**src/rtl/soft_gate_fault_eval.sv**
```systemverilog
module soft_gate_fault_eval #(
  parameter int TRIAL_W = 20,
  parameter int CNT_W   = 16,
  parameter int LFSR_W  = 16,
  parameter logic [LFSR_W-1:0] POLY = LFSR_W'(16'hB400)
) (
  input  logic               clk,
  input  logic               rst_n,
  input  logic               start,
  input  logic [TRIAL_W-1:0] trials,
  input  logic [7:0]         eps,
  input  logic [LFSR_W-1:0]  seed,
  output logic               done,
  output logic [CNT_W-1:0]   err_a,
  output logic [CNT_W-1:0]   err_b
);
  localparam int GATES = 5;
  localparam int LANES = GATES + 1;
  localparam int IN_LANE = GATES;
  localparam logic [CNT_W-1:0] CNT_MAX = '1;

  function automatic logic [LFSR_W-1:0] lane_seed(input logic [LFSR_W-1:0] s, input int k);
    logic [LFSR_W-1:0] v;
    v = (k == 0) ? s : ((s << (3 * k)) | (s >> (LFSR_W - 3 * k)));
    v = v ^ LFSR_W'(32'h9E37 * (k + 1));
    if (v == '0) v = LFSR_W'(1);
    return v;
  endfunction

  logic [LANES-1:0][LFSR_W-1:0] lfsr;
  logic [GATES-1:0]             flip;
  logic [TRIAL_W-1:0]           remaining, trials_q;
  logic [7:0]                   eps_q;
  logic                         running;

  wire launch = start & ~running;
  wire step   = running & (remaining != '0);

  always_ff @(posedge clk or negedge rst_n) begin
    if (!rst_n) begin
      lfsr <= '0;
    end else begin
      for (int k = 0; k < LANES; k++) begin
        if (launch)
          lfsr[k] <= lane_seed(seed, k);
        else if (step)
          lfsr[k] <= (lfsr[k] >> 1) ^ (lfsr[k][0] ? POLY : '0);
      end
    end
  end

  for (genvar g = 0; g < GATES; g++) begin : g_flip
    assign flip[g] = lfsr[g][LFSR_W-1 -: 8] < eps_q;
  end

  wire in_a = lfsr[IN_LANE][0];
  wire in_b = lfsr[IN_LANE][1];
  wire in_c = lfsr[IN_LANE][2];

  wire golden = (in_a | in_b) & in_c;

  wire a_or  = (in_a | in_b) ^ flip[0];
  wire a_out = (a_or & in_c) ^ flip[1];

  wire b_and0 = (in_a & in_c) ^ flip[2];
  wire b_and1 = (in_b & in_c) ^ flip[3];
  wire b_out  = (b_and0 | b_and1) ^ flip[4];

  wire miss_a = a_out ^ golden;
  wire miss_b = b_out ^ golden;

  always_ff @(posedge clk or negedge rst_n) begin
    if (!rst_n) begin
      running   <= 1'b0;
      done      <= 1'b0;
      remaining <= '0;
      trials_q  <= '0;
      eps_q     <= '0;
      err_a     <= '0;
      err_b     <= '0;
    end else begin
      done <= 1'b0;
      if (launch) begin
        running   <= 1'b1;
        remaining <= trials;
        trials_q  <= trials;
        eps_q     <= eps;
        err_a     <= '0;
        err_b     <= '0;
      end else if (running) begin
        if (remaining == '0) begin
          running <= 1'b0;
          done    <= 1'b1;
        end else begin
          remaining <= remaining - 1'b1;
          if (miss_a && err_a != CNT_MAX) err_a <= err_a + 1'b1;
          if (miss_b && err_b != CNT_MAX) err_b <= err_b + 1'b1;
        end
      end
    end
  end

  assert_done_pulse_R2: assert property (@(posedge clk) disable iff (!rst_n)
    done |=> !done);

  assert_done_end_R2: assert property (@(posedge clk) disable iff (!rst_n)
    (running && remaining == '0 && !launch) |=> (done && !running));

  assert_err_bound_R3: assert property (@(posedge clk) disable iff (!rst_n)
    running |-> (32'(err_a) <= 32'(trials_q) - 32'(remaining)) &&
                (32'(err_b) <= 32'(trials_q) - 32'(remaining)));

  assert_zero_eps_R4: assert property (@(posedge clk) disable iff (!rst_n)
    (running && eps_q == 8'd0) |=> ($stable(err_a) && $stable(err_b)));

  assert_ignore_start_R5: assert property (@(posedge clk) disable iff (!rst_n)
    (running && start) |=> ($stable(trials_q) && $stable(eps_q)));

  assert_sat_hold_R7: assert property (@(posedge clk) disable iff (!rst_n)
    (err_a == CNT_MAX && !launch) |=> (err_a == CNT_MAX));

  assert_idle_hold_R10: assert property (@(posedge clk) disable iff (!rst_n)
    (!running && !start) |=> ($stable(err_a) && $stable(err_b)));
endmodule

```
**config.mk**
```make
export PLATFORM = sky130hd
export DESIGN_NAME = soft_gate_fault_eval
export DESIGN_NICKNAME = d
export VERILOG_FILES = /design/src/rtl/soft_gate_fault_eval.sv
export SDC_FILE = /design/constraint.sdc
export NUM_CORES = 1
export LEC_CHECK = 0
export ABC_CLOCK_PERIOD_IN_PS = 3800
export BUFFER_PORTS_ARGS = -buffer_cell sky130_fd_sc_hd__buf_4
export CORE_AREA = 2 2 143 180
export CTS_BUF_LIST = sky130_fd_sc_hd__clkbuf_8
export DETAILED_ROUTE_END_ITERATION = 6
export DIE_AREA = 0 0 145 182
export PLACE_DENSITY_LB_ADDON = 0.15
export SETUP_SLACK_MARGIN = 0.05
export SLEW_MARGIN = 5
export SYNTH_ARGS = -nofsm -noshare
export SYNTH_HDL_FRONTEND = slang
export SYNTH_SLANG_ARGS = --single-unit
export TNS_END_PERCENT = 50
```
**constraint.sdc**
```tcl
create_clock -name clk -period 3.8 [get_ports clk]
set_input_delay 0.76 -clock clk [delete_from_list [all_inputs] [get_ports clk]]
set_output_delay 0.76 -clock clk [all_outputs]
set_load 0.01 [all_outputs]
```
==> summary.txt, run 1 <==
Post-placement setup slack - 0.500 ns
Syn_nets - 1067
Master of the slowest instance on the critical path - or4_1
Yosys top cell area share - 46.3%
First-pass GRT wire length - 39300 µm
Clock Tree Buf Depth - 2
Number of global-route vias before repair - 7057
Met1 global-route usage - 23.8%
Worst-case clock skew - 0.0125 ns
Internal power contribution - 4.04 mW
Nets@finish - 1119
Worst path top cell family by delay - simple AND/OR/NAND/NOR gates
Iteration-0 DRC Markers - 345
Number of vias in the routed layout - 7131
Final setup slack of the worst path - 0.559 ns
I/O pin total - 80
Number of routed nets with antenna violations - 0
Period utilization - 85.3%
R2R setup slack - 0.56 ns
Placed wire-length estimate - 17200 µm
Min-Delay Path Class - in -> async
Area growth syn-to-layout - 15.8%
Gr usage total - 18.8%
Routed wire length - 24100 µm
Share of the synthesized area in compound gates (AO/OA/AOI/OAI) - 20.7%
Mux cell area share after synthesis - 0.703%
Instance count of the mapped netlist - 982
Post-synthesis share of cell area spent on full adders, half adders and majority gates - 5.57%
Largest net degree at the start of global routing - 80
Fraction of synthesized cell area in xor and xnor cells - 3.28%
Tmin final - 3.24 ns
Max Fclk - 0.309 GHz
Switching fraction of total power - 39.3%
Fraction of final layout cells sized beyond drive strength 1 - 13.9%
Final Hold Fails - 0
Crit path max fanout - 8
Buffer count from post-CTS setup fixing - 0
Buffer and inverter count on the worst path - 2
Clock tree root driver cell - clkbuf_8
Kind of start point of the critical path - flip-flop
Starting Density - 34.4%
Switching power - 2.62 mW
Accumulated negative setup slack - 0 ns
GR met3 Demand/Resource - 3.42%
First-pass DRT Iterations - 5
Most used flip-flop cell after synthesis - dfrtp_1
CP max stage delay - 0.49 ns
Clock latency on the worst-skew pair - 0.47 ns
DIE AREA - 0.0264 mm²
Post-synth EDFFs - 0
Cell types occupying the most area after synthesis - dfrtp_1, o21ai_0, nand2_1
Fill cells - 2557
Fraction of the yosys area taken by sequential cells - 46.3%
Outcome - complete, no violations
Final slew viol count - 0
Cell accounting for the most synthesized area - dfrtp_1
Power density over cell area - 674 mW/mm²
CTS hold repair buffers - 0
Proportion of power drawn by flip-flops and latches - 46.5%
Max-slew headroom at the worst pin - 46.9%
Proportion of power drawn by combinational gates - 33.9%
Count of standard-cell rows - 65
Post-CTS Resized - 0
Depth of the CTS H-tree - 4
Core Area - 0.0248 mm²
Post-synth cell types - 60
Most instantiated cells after synthesis - dfrtp_1, nand2_1, o21ai_0
Syn Area/Cell - 8.69 µm²
Relative contribution of the clock network to total power - 19.6%
Vertical extent of the die - 182 µm
Worst-margin pin slew - 0.797 ns
Count of antenna diodes in the layout - 0
Number of vias per cell - 5.16
Number of buffers added on ports - 79
Die X - 145 µm
CP Data Required Time - 4.19 ns
CTS tree - yes
Largest family of logic cells by synthesized area - compound AO/OA/AOI/OAI gates
WS Path Type - reg -> reg
Reported leakage power - 4.17 nW
Antenna violations before repair - 0
Critical Path, Cell by Cell - inv_1 > ha_1 > a211oi_1 > o21ai_0 > a41oi_1 > mux2i_1 > nor4_1 > buf_4 > nor2_1 > or4_1 > a21oi_1
Nature of the critical path endpoint - flip-flop
Warning count from the yosys run - 0
Clock slew seen by the registers of the worst setup and hold paths - 0.09 ns
Remaining Overflow, GRT - 0
Async set-or-reset flop fraction in the synthesized netlist - 100%
Largest voltage drop on the vdd net - 0.379 mV
Synthesized-area fraction occupied by and/or/nand/nor cells - 19.8%
Met2 Track Usage GR - 33.2%
Grt peak-use layer - met2
Maxcap violations - 0
Number of synthesized register bits - 158
Unrepaired setup endpoints after global routing - no
Detailed-route DRC error count - 0
Cts bufs inserted - 17
Total setup violations reported at the end of the flow - 0
WP data arrival - 3.63 ns
Wire per inst - 17.4 µm
Count of clock tree sinks - 158
Placer's final routability congestion estimate - 0.812
Cell area after technology mapping - 0.00854 mm²
## path summary, 6_finish.rpt
check / from / to / cells after the start
max: eps_q[2]$_DFFE_PN0P_ / err_b[12]$_DFFE_PN0P_ / 11
min: rst_n / err_b[2]$_DFFE_PN0P_ / 1
max reg2reg: eps_q[2]$_DFFE_PN0P_ / err_b[12]$_DFFE_PN0P_ / 11
min reg2reg: lfsr[1]$_DFFE_PN0P_ / lfsr[1]$_DFFE_PN0P_ / 2
max in group asynchronous: rst_n / lfsr[22]$_DFFE_PN0P_ / 2
min in group clk: eps[0] / eps_q[0]$_DFFE_PN0P_ / 3
## cells by family (layout without fill, tap and decap cells)
logic type,Yosys count,in the layout
adders and majority gates,38,38
DFF,158,158
and+or+nand+nor,362,362
buffers and inverters,75,140
muxes,6,6
AOI/OAI and AO/OA,311,311
xor gates and xnor gates,32,32
## layout make-up
class                   count  area, µm²  share of cell area [%]
clock inverters            13        139                    1.41
multi-input cells         749       4300                    43.5
well taps                 335        419                    4.24
inverters                  13       48.8                   0.494
flip-flops and latches    158       3950                    40.0
clock buffers              19        262                    2.65
repair buffers             95        767                    7.76
## layout by cell type (no fill, tap or decap), types with 10 or more instances in the layout
cell type,count
nand2_1,158
dfrtp_1,158
o21ai_0,131
a21oi_1,103
buf_4,90
nor2_1,88
ha_1,38
xor2_1,30
clkbuf_8,19
o31ai_1,16
a31oi_1,16
nand3_1,16
inv_1,12
or3_1,12
nor3_1,12
or4_1,10
and2_1,10
and3_1,10
a211oi_1,10
## sequential cells by signal, indices dropped and copies added (netlist names)
signal	count
remaining	20
eps_q	8
in_c	1
lfsr	93
in_b	1
done	1
running	1
in_a	1
err_a	16
err_b	16
## through the flow
step	instance area [µm²]	util [%]	hold slack (ns)	total power [mW]	std cells
2_1_floorplan	8540	-	0.445	4.54	982
3_3_place_gp	9480	38.2	0.461	5.35	1350
3_5_place_dp	9480	38.2	0.465	5.41	1350
4_1_cts	9880	39.8	0.354	6.74	1382
5_1_grt	9880	39.8	0.356	7.27	1382
6_report	9880	39.8	0.314	6.66	1382
## layer usage
layer / part of all wire (%) / up-vias
met5: 0 / -
met4: 1.2 / 0
met3: 3.0 / 20
met2: 51 / 94
met1: 45 / 3444
li1: - / 3573
## worst register-to-register path: cells and delay by family (launching register included)
| family | cells | cell delay, ns |
|---|---|---|
| compound gates | 4 | 0.86 |
| fa+ha+maj | 1 | 0.30 |
| simple gates | 3 | 1.07 |
| buf+inv | 2 | 0.42 |
| flops | 1 | 0.37 |
| mux | 1 | 0.16 |
## power groups by stage
stage | Combinational, mW | Sequential (mW) | Clock, mW
6_report | 2.26 | 3.09 | 1.30
5_1_grt | 2.67 | 3.20 | 1.40
4_1_cts | 2.29 | 3.11 | 1.35
3_5_place_dp | 2.28 | 3.13 | 0
3_3_place_gp | 2.21 | 3.14 | 0
2_1_floorplan | 1.70 | 2.85 | 0
Note: power is estimated with default switching activity, not from simulation.
==> run 2, diff against run 1 <==
==> constraint.sdc (replaced) <==
create_clock -name clk -period 3.8 [get_ports clk]
set_input_delay 0 -clock clk [delete_from_list [all_inputs] [get_ports clk]]
set_output_delay 0 -clock clk [all_outputs]
set_load 0.01 [all_outputs]
==> run 2 against run 1 <==
  * Global-route usage is 0.15 points higher
  * Largest power group unchanged
  * Critical path depth stayed put
  * Register-to-register slack hardly changed
  * Count of clock-buffer cells in the layout stayed put
  * Final cell count is 3.3% higher
  * Sequential power hardly changed
  * Critical path type unchanged
  * Non-clock buffer count is 44 higher
  * Die area stayed put
  * Hold slack worse by 0.29 ns
==> summary.txt, run 2 (synthesis results as in run 1) <==
Nature of the critical path endpoint - flip-flop
Clock latency on the worst-skew pair - 0.46 ns (about the same)
Top flop regs - lfsr: 93 flops, remaining: 20 flops
Area growth syn-to-layout - 20.3%
Cts bufs inserted - 17 (unchanged)
Number of routed nets with antenna violations - 0 (unchanged)
DIE AREA - 0.0264 mm² (unchanged)
Routed wire length - 24100 µm (about the same)
Critical Path, Cell by Cell - inv_1 > ha_1 > a211oi_1 > o21ai_0 > a41oi_1 > mux2i_1 > nor4_1 > buf_4 > o21ai_2 > or4_1 > a21oi_1
Register with the highest flop count - lfsr
Reported leakage power - 4.35 nW (+4.3%)
Clock Tree Buf Depth - 2 (unchanged)
Count of standard-cell rows - 65 (unchanged)
Cell area after placement - 0.00945 mm² (-0.34%)
Nets@finish - 1163 (+3.9%)
CP Data Required Time - 4.19 ns (about the same)
I/O pin total - 80 (unchanged)
Tmin final - 3.25 ns (+0.00962 ns)
Period utilization - 85.5% (+0.25 points)
Accumulated negative setup slack - 0 ns (unchanged)
Depth of the CTS H-tree - 4 (unchanged)
Outcome - complete, no violations
WP data arrival - 3.64 ns (about the same)
Max Fclk - 0.308 GHz (-0.30%)
Buffer and inverter count on the worst path - 2 (unchanged)
Wire per inst - 16.9 µm (-3.2%)
CP max stage delay - 0.45 ns (-0.04 ns)
Number of vias in the routed layout - 7280 (+2.1%)
Fraction of final layout cells sized beyond drive strength 1 - 13.0% (-0.93 points)
CTS tree - yes
Maxcap violations - 0 (unchanged)
Number of global-route vias before repair - 7215 (+2.2%)
Number of vias per cell - 5.10 (-1.1%)
CTS hold repair buffers - 45 (+45)
Kind of start point of the critical path - flip-flop
Remaining Overflow, GRT - 0 (unchanged)
Antenna violations before repair - 1 (+1)
Min-Delay Path Class - in -> reg
Clock slew seen by the registers of the worst setup and hold paths - 0.09 ns (about the same)
Core Area - 0.0248 mm² (unchanged)
Largest net degree at the start of global routing - 102 (+28%)
Max-slew headroom at the worst pin - 33.4% (-13 points)
Largest register FFs - 93 (unchanged)
Placer's final routability congestion estimate - 0.790 (-2.6%)
Fill cells - 2548 (-0.35%)
Crit path max fanout - 17 (+9)
Number of buffers added on ports - 79 (unchanged)
Master of the slowest instance on the critical path - nor4_1
Gr usage total - 19.0% (+0.15 points)
Count of clock tree sinks - 158 (unchanged)
Largest voltage drop on the vdd net - 0.275 mV (-27%)
First-pass GRT wire length - 39800 µm (+1.3%)
Power density over cell area - 640 mW/mm² (-5.0%)
First-pass DRT Iterations - 5 (unchanged)
Die X - 145 µm (unchanged)
Commonest non-fill, non-tap cells in the layout - nand2_1, dfrtp_1, o21ai_0
Final Hold Fails - 0 (unchanged)
Post-layout util - 41.4% (+1.5 points)
Unrepaired setup endpoints after global routing - no
Iteration-0 DRC Markers - 321 (-7.0%)
Total setup violations reported at the end of the flow - 0 (unchanged)
Placed wire-length estimate - 17000 µm (-1.6%)
Detailed-route DRC error count - 0 (unchanged)
Buffer count from post-CTS setup fixing - 0 (unchanged)
R2R setup slack - 0.55 ns (about the same)
Clock tree root driver cell - clkbuf_8
Post-CTS Resized - 0 (unchanged)
Worst-case clock skew - 0.0182 ns (+0.00574 ns)
WS Path Type - reg -> reg
Vertical extent of the die - 182 µm (unchanged)
Worst path top cell family by delay - compound AO/OA/AOI/OAI gates
Final Instance Area - 0.0103 mm² (+3.9%)
Starting Density - 34.4% (unchanged)
Worst-margin pin slew - 0.998 ns (+0.202 ns)
Final slew viol count - 0 (unchanged)
run 2: cell types whose count changed in the layout (fill, tap and decap cells not counted):
cell / delta
bufinv_16: -1
clkinv_4: +1
diode_2: +1
buf_4: +1
clkinv_2: +1
dlygate4sd3_1: +45
inv_6: -2
buf_12: -2
clkinvlp_4: -2
inv_1: +3
run 2: worst paths after layout:
| check | start | end | cells after the start |
|---|---|---|---|
| max reg2reg | eps_q[2]$_DFFE_PN0P_ | err_b[6]$_DFFE_PN0P_ | 11 |
| min reg2reg | lfsr[66]$_DFFE_PN0P_ | lfsr[66]$_DFFE_PN0P_ | 2 |
| max in group asynchronous | rst_n | lfsr[20]$_DFFE_PN0P_ | 3 |
| max | eps_q[2]$_DFFE_PN0P_ | err_b[6]$_DFFE_PN0P_ | 11 |
| min in group asynchronous | rst_n | err_b[2]$_DFFE_PN0P_ | 2 |
| min | seed[8] | lfsr[27]$_DFFE_PN0P_ | 4 |
run 2: cell type report:
type                            instances  area [µm²]  share of cell area (%)
Tap cell                              335         419                    4.08
Sequential cell                       158        3950                    38.5
Clock buffer                           19         262                    2.55
Inverter                               13        48.8                   0.475
Clock inverter                         13         101                   0.987
Timing Repair Buffer                  139        1180                    11.5
Antenna cell                            1        2.50                  0.0244
Multi-Input combinational cell        749        4300                    41.8
run 2: metal layers:
metal	routed length, µm	vias to the layer above	GRT usage [%]
met5	0	-	0
met4	325	0	5.03
met3	785	21	3.19
met2	12000	127	33.0
met1	10900	3470	24.5
li1	-	3662	-
run 2: power breakdown:
| part | switching, mW | internal, mW | leakage [nW] | total, mW |
|---|---|---|---|---|
| clock network | 0.652 | 0.542 | 0.191 | 1.19 |
| logic | 1.22 | 1.08 | 2.25 | 2.30 |
| registers | 0.699 | 2.38 | 1.91 | 3.08 |
run 2: stage by stage:
stage          total power [mW]  hold WS (ns)  std cells  setup WS, ns
6_report                   6.57        0.0238       1427         0.549
5_1_grt                    7.17        0.0171       1427         0.297
4_1_cts                    6.63       0.00719       1426         0.528
3_5_place_dp               5.38         0.198       1349         0.566
3_3_place_gp               5.32         0.195       1349         0.621
2_1_floorplan              4.54        -0.296        982          1.08
run 2: worst register-to-register path, delay by kind of cell (launching register included):
kind / cells / cell delay (ns)
AOI/OAI and AO/OA: 5 / 0.99
muxes: 1 / 0.15
buffers and inverters: 2 / 0.47
DFF: 1 / 0.37
and+or+nand+nor: 2 / 0.89
adders and majority gates: 1 / 0.32
